===== src/rtl/qmx_pkg.sv =====
package qmx_pkg;

  typedef enum logic {
    NARROW_TRUNC   = 1'b0,
    NARROW_NEAREST = 1'b1
  } narrow_mode_e;

  typedef enum logic {
    OVF_WRAP  = 1'b0,
    OVF_CLAMP = 1'b1
  } ovf_policy_e;

endpackage


===== src/rtl/qmx_product_stage.sv =====
module qmx_product_stage
  import qmx_pkg::*;
#(
  parameter int DATA_W = 16
) (
  input  logic                  clk,
  input  logic                  rst,
  input  logic                  adv,
  input  logic                  take,
  input  logic [DATA_W-1:0]     op_a,
  input  logic [DATA_W-1:0]     op_b,
  input  narrow_mode_e          mode_in,
  input  ovf_policy_e           policy_in,
  output logic                  acc_valid,
  output logic [2*DATA_W-1:0]   acc_prod,
  output narrow_mode_e          acc_mode,
  output ovf_policy_e           acc_policy
);

  localparam int PROD_W = 2 * DATA_W;

  // Full-precision signed product: DATA_W x DATA_W gives PROD_W bits exactly.
  function automatic logic [PROD_W-1:0] full_product(
    input logic [DATA_W-1:0] a,
    input logic [DATA_W-1:0] b
  );
    logic signed [PROD_W-1:0] sa;
    logic signed [PROD_W-1:0] sb;
    logic signed [PROD_W-1:0] p;
    sa = PROD_W'($signed(a));
    sb = PROD_W'($signed(b));
    p  = sa * sb;
    return p;
  endfunction

  logic [PROD_W-1:0] prod_next;
  assign prod_next = full_product(op_a, op_b);

  always_ff @(posedge clk) begin
    if (rst) begin
      acc_valid  <= 1'b0;
      acc_prod   <= '0;
      acc_mode   <= NARROW_TRUNC;
      acc_policy <= OVF_WRAP;
    end else if (adv) begin
      acc_valid <= take;
      if (take) begin
        acc_prod   <= prod_next;
        acc_mode   <= mode_in;
        acc_policy <= policy_in;
      end
    end
  end

endmodule


===== src/rtl/qmx_extract_stage.sv =====
module qmx_extract_stage
  import qmx_pkg::*;
#(
  parameter int DATA_W = 16
) (
  input  logic                  clk,
  input  logic                  rst,
  input  logic                  adv,
  input  logic                  acc_valid,
  input  logic [2*DATA_W-1:0]   acc_prod,
  input  narrow_mode_e          acc_mode,
  input  ovf_policy_e           acc_policy,
  output logic                  ovf_event,
  output logic                  res_valid,
  output logic [DATA_W-1:0]     res_data,
  output logic                  res_ovf
);

  localparam int PROD_W  = 2 * DATA_W;
  localparam int FRAC_W  = DATA_W - 1;
  localparam int TOP_BIT = PROD_W - 1;
  localparam int KEEP_HI = PROD_W - 2;
  localparam logic [PROD_W-1:0] HALF_LSB = PROD_W'(1) << (FRAC_W - 1);
  localparam logic [DATA_W-1:0] POS_MAX  = {1'b0, {(DATA_W-1){1'b1}}};
  localparam logic [DATA_W-1:0] NEG_MAX  = {1'b1, {(DATA_W-1){1'b0}}};

  // Optional half-LSB bias ahead of narrowing.
  function automatic logic [PROD_W-1:0] bias_product(
    input logic [PROD_W-1:0] p,
    input narrow_mode_e      m
  );
    return (m == NARROW_NEAREST) ? p + HALF_LSB : p;
  endfunction

  // Narrowed word keeps the bits just under the product's top bit.
  function automatic logic [DATA_W-1:0] keep_window(input logic [PROD_W-1:0] p);
    return p[KEEP_HI -: DATA_W];
  endfunction

  // Result fits only if the two integer bits of the 2.30 value agree.
  function automatic logic lost_sign(input logic [PROD_W-1:0] p);
    return p[TOP_BIT] ^ p[KEEP_HI];
  endfunction

  logic [PROD_W-1:0] biased;
  logic [DATA_W-1:0] window;
  logic [DATA_W-1:0] clamp_val;
  logic [DATA_W-1:0] data_next;

  assign biased    = bias_product(acc_prod, acc_mode);
  assign window    = keep_window(biased);
  assign ovf_event = acc_valid & lost_sign(biased);
  assign clamp_val = biased[TOP_BIT] ? NEG_MAX : POS_MAX;

  always_comb begin
    data_next = window;
    if (ovf_event && acc_policy == OVF_CLAMP) begin
      data_next = clamp_val;
    end
  end

  always_ff @(posedge clk) begin
    if (rst) begin
      res_valid <= 1'b0;
      res_data  <= '0;
      res_ovf   <= 1'b0;
    end else if (adv) begin
      res_valid <= acc_valid;
      if (acc_valid) begin
        res_data <= data_next;
        res_ovf  <= ovf_event;
      end
    end
  end

endmodule


===== src/rtl/qmx_mul_extract.sv =====
module qmx_mul_extract
  import qmx_pkg::*;
#(
  parameter int DATA_W = 16
) (
  input  logic              clk,
  input  logic              rst,
  input  logic              in_valid,
  output logic              in_ready,
  input  logic [DATA_W-1:0] op_a,
  input  logic [DATA_W-1:0] op_b,
  input  logic              round_en,
  input  logic              sat_en,
  output logic              out_valid,
  input  logic              out_ready,
  output logic [DATA_W-1:0] out_data,
  output logic              out_ovf
);

  localparam int PROD_W = 2 * DATA_W;

  logic              adv;
  logic              take;
  logic              acc_valid;
  logic [PROD_W-1:0] acc_prod;
  narrow_mode_e      acc_mode;
  ovf_policy_e       acc_policy;
  logic              ovf_event;
  narrow_mode_e      mode_in;
  ovf_policy_e       policy_in;

  // Whole pipeline moves together; a held result stalls both stages.
  assign adv       = ~out_valid | out_ready;
  assign in_ready  = adv;
  assign take      = in_valid & in_ready;
  assign mode_in   = round_en ? NARROW_NEAREST : NARROW_TRUNC;
  assign policy_in = sat_en ? OVF_CLAMP : OVF_WRAP;

  qmx_product_stage #(.DATA_W(DATA_W)) u_prod (
    .clk       (clk),
    .rst       (rst),
    .adv       (adv),
    .take      (take),
    .op_a      (op_a),
    .op_b      (op_b),
    .mode_in   (mode_in),
    .policy_in (policy_in),
    .acc_valid (acc_valid),
    .acc_prod  (acc_prod),
    .acc_mode  (acc_mode),
    .acc_policy(acc_policy)
  );

  qmx_extract_stage #(.DATA_W(DATA_W)) u_ext (
    .clk       (clk),
    .rst       (rst),
    .adv       (adv),
    .acc_valid (acc_valid),
    .acc_prod  (acc_prod),
    .acc_mode  (acc_mode),
    .acc_policy(acc_policy),
    .ovf_event (ovf_event),
    .res_valid (out_valid),
    .res_data  (out_data),
    .res_ovf   (out_ovf)
  );

endmodule


===== config.mk =====
export PLATFORM = sky130hd
export DESIGN_NAME = qmx_mul_extract
export DESIGN_NICKNAME = d
export VERILOG_FILES = /design/src/rtl/qmx_pkg.sv /design/src/rtl/qmx_product_stage.sv /design/src/rtl/qmx_extract_stage.sv /design/src/rtl/qmx_mul_extract.sv
export SDC_FILE = /design/constraint.sdc
export NUM_CORES = 1
export LEC_CHECK = 0
export ABC_CLOCK_PERIOD_IN_PS = 10700
export BUFFER_PORTS_ARGS = -buffer_cell sky130_fd_sc_hd__buf_2
export CORE_MARGIN = 4
export CORE_UTILIZATION = 40
export DETAILED_ROUTE_END_ITERATION = 12
export GPL_ROUTABILITY_DRIVEN = 0
export GPL_TIMING_DRIVEN = 0
export PLACE_DENSITY = 0.59
export SLEW_MARGIN = 20
export SYNTH_ARGS = -nofsm -noshare
export SYNTH_HDL_FRONTEND = slang
export SYNTH_HIERARCHICAL = 1
export SYNTH_SLANG_ARGS = --single-unit

===== constraint.sdc =====
create_clock -name clk -period 10.7 [get_ports clk]
set_input_delay 1.07 -clock clk [delete_from_list [all_inputs] [get_ports clk]]
set_output_delay 1.07 -clock clk [all_outputs]
set_load 0.02 [all_outputs]

==> flow_summary_export.csv <==
group,metric,value,unit
worst_setup_path,slowest_stage,"sky130_fd_sc_hd__clkbuf_1",
logic_synthesis,synthesis.instances,1305,
global_route,globalRouteTotalUtil,18.54,%
floorplanning,initial_core_util,40.91,%
floorplanning,total_die_area,32410,um^2
worst_setup_path,cp_required,10.86,ns
sta,timing.final.hold_violations,0,
worst_setup_path,critPathKind,"in -> reg",
clock_network,cts_max_level,2,
worst_setup_path,setup_crit_start_kind,"input pin",
drt,detailedRoute.firstIterationViolations,452,
hold_path,hold_path_startpoint,"u_ext/res_data[15]",
global_route,first_global_vias,9698,
clock_network,cts_max_path_buffers,2,
placement,io_buffer_count,56,
clock_network,setup_buffers_after_cts,0,
floorplanning,ioPinCount,57,
sta,final.setup_skew,0.004240,ns
worst_setup_path,r2r_slack,8.29,ns
hold_path,class_of_the_tightest_hold_or_removal_check,"reg -> reg",
sta,worst_slew_margin_relative_to_its_limit,50.83,%
clock_network,cts_tree,"yes",
logic_synthesis,synthesis.nets,1688,
drt,drt_first_pass_iters,5,
drt,antenna_left,0,
layout,multiInputGateArea,9772,um^2
placement,hpwlAfterDp,24970,um
sta,timing.final.crit_period,7.024,ns
logic_synthesis,syn-mean-instance-area,9.070,um^2
clock_network,clock-sinks,39,
floorplanning,die-width,180.0,um
floorplanning,std_cell_rows,62,
clock_network,clock_slew_at_reported_path_ffs,0.06,ns
sta,grt_setup_unrepaired,"no",
sta,final_min_period_over_clock_period,65.65,%
worst_setup_path,nature_of_the_critical_path_endpoint,"flip-flop",
worst_setup_path,timing.critical_path.mode_cell,"sky130_fd_sc_hd__fa_1",
layout,number_of_filler_cells_placed_in_the_layout,2927,
floorplanning,floorplan.core_area,28940,um^2
worst_setup_path,cp_max_fo,10,
drt,drcViolationCount,0,
global_route,number_of_antenna_violations_at_the_first_check_in_global_routing,0,
sta,report.final.slew_viol_count,0,
clock_network,number_of_buffers_created_by_cts,5,
worst_setup_path,worstPathCellList,"buf_2 -> clkbuf_1 -> nand2_1 -> fa_1 -> inv_1 -> fa_1 -> inv_1 -> fa_1 -> inv_1 -> fa_1 -> fa_1 -> inv_1 -> fa_1 -> inv_1 -> ha_1 -> a21oi_1 -> nor2_1 -> o41a_1 -> a31oi_4 -> o21ai_2 -> nand4_2 -> a2111oi_2 -> a311o_1",
layout,synth_to_final_area_change,7.896,%
sta,report.final.setup_viol,0,
worst_setup_path,crit_start,"op_a[6]",
clock_network,clk_latency,0.28,ns
drt,wl,28720,um
flow_run,max_cap_violations,0,
sta,tightestPinTransition,0.7375,ns
global_route,grt_remaining_overflow,0,
sta,hold-worst-slack,0.4551,ns
drt,post_drt_wl_per_cell,16.39,um
worst_setup_path,r2r-start,"u_prod/acc_prod[15]",
clock_network,cts-hold-fix-buffers,0,
worst_setup_path,worst-endpoint-arrival,7.19,ns
layout,antennaDiodeCount,0,
global_route,grt_max_degree,15,
global_route,grt_pass1_wl,49180,um
status,status,"completed",
drt,num_vias,8781,
drt,detail_route.vias_per_cell,5.009,
logic_synthesis,yosysWarnings,6,
layout,seq_area,780.7,um^2
worst_setup_path,worst_path_largest_cell_delay,0.59,ns
sta,fin_setup_tns,0,ns
clock_network,clock_tree.root_cell,"sky130_fd_sc_hd__clkbuf_16",
logic_synthesis,syn_area,11840,um^2
floorplanning,die_height,180.0,um
clock_network,post_cts_resized,0,
layout,nets,1751,
layout,layout-drive-gt1-share,7.816,%
sta,max_clock_freq,142.4,MHz
## flip-flops by register name, indices dropped and copies added (netlist names)
register           cells
u_ext/res_data        16
u_prod/acc_valid       1
u_prod/acc_policy      1
u_prod/acc_mode        1
u_ext/res_valid        1
u_prod/acc_prod       18
u_ext/res_ovf          1
## layout make-up
type | count | area share [%]
clock inverters | 2 | 0.2743
repair buffers | 56 | 2.195
flip-flops and latches | 39 | 6.113
well taps | 384 | 3.762
inverters | 286 | 8.406
multi-input cells | 928 | 76.52
clock buffers | 6 | 1.087
plain buffers | 52 | 1.646
## path summary, 6_finish.rpt
path                                       endpoint  cells past startpoint
worst max-delay path            u_prod/acc_prod[29]                     23
worst min register to register   u_ext/res_data[15]                      2
worst min-delay path             u_ext/res_data[15]                      2
worst max register to register    u_ext/res_data[7]                      7
## worst max-delay path, delay by kind of cell
family / cells / cell delay, ns
AND/OR/NAND/NOR: 3 / 0.35
AO/OA/AOI/OAI: 6 / 1.37
adder cells (fa/ha/maj): 7 / 3.36
buffers and inverters: 7 / 1.01
## layout by cell type (no fill, tap or decap), types with 3 or more instances in the layout
cell	count
sky130_fd_sc_hd__and3_1	9
sky130_fd_sc_hd__xnor2_1	24
sky130_fd_sc_hd__clkbuf_16	5
sky130_fd_sc_hd__nand3b_1	3
sky130_fd_sc_hd__xor2_1	15
sky130_fd_sc_hd__nor3_1	7
sky130_fd_sc_hd__ha_1	83
sky130_fd_sc_hd__nand2b_1	10
sky130_fd_sc_hd__buf_2	59
sky130_fd_sc_hd__o211ai_1	4
sky130_fd_sc_hd__nor2_1	34
sky130_fd_sc_hd__fa_1	262
sky130_fd_sc_hd__a21o_1	11
sky130_fd_sc_hd__o21a_1	5
sky130_fd_sc_hd__inv_1	286
sky130_fd_sc_hd__o21bai_1	16
sky130_fd_sc_hd__o21ai_0	17
sky130_fd_sc_hd__mux2i_1	3
sky130_fd_sc_hd__and2_1	126
sky130_fd_sc_hd__a21oi_1	26
sky130_fd_sc_hd__nand4_1	6
sky130_fd_sc_hd__nand3_2	3
sky130_fd_sc_hd__a31oi_1	20
sky130_fd_sc_hd__dfxtp_1	39
sky130_fd_sc_hd__o21ai_1	4
sky130_fd_sc_hd__nor4b_1	4
sky130_fd_sc_hd__and3_2	4
sky130_fd_sc_hd__nand2b_4	9
sky130_fd_sc_hd__nand2_1	167
sky130_fd_sc_hd__nand3_1	15
sky130_fd_sc_hd__clkbuf_1	45
## layer usage
layer / share of wire, % / vias to the layer above / global-route usage (%) / routed length (um)
met5: 0 / - / 0 / 0
met2: 52 / 159 / 33.83 / 14910
met1: 43 / 4533 / 24.59 / 12320
met3: 3.5 / 28 / 1.534 / 1008
met4: 1.7 / 0 / 3.025 / 489
li1: - / 4061 / - / -
## through the flow
| step | std cells | area, um^2 | worst slack [ns] | utilization, % |
|---|---|---|---|---|
| 2_1_floorplan | 1305 | 11840 | 4.264 | - |
| 3_3_place_gp | 1745 | 12600 | 3.446 | 43.54 |
| 3_5_place_dp | 1745 | 12600 | 3.417 | 43.54 |
| 4_1_cts | 1753 | 12770 | 3.703 | 44.14 |
| 5_1_grt | 1753 | 12770 | 3.334 | 44.14 |
| 6_report | 1753 | 12770 | 3.676 | 44.14 |
Power is not shown: default switching activity piles up to over one toggle a cycle in this logic, so the estimate is an artifact.
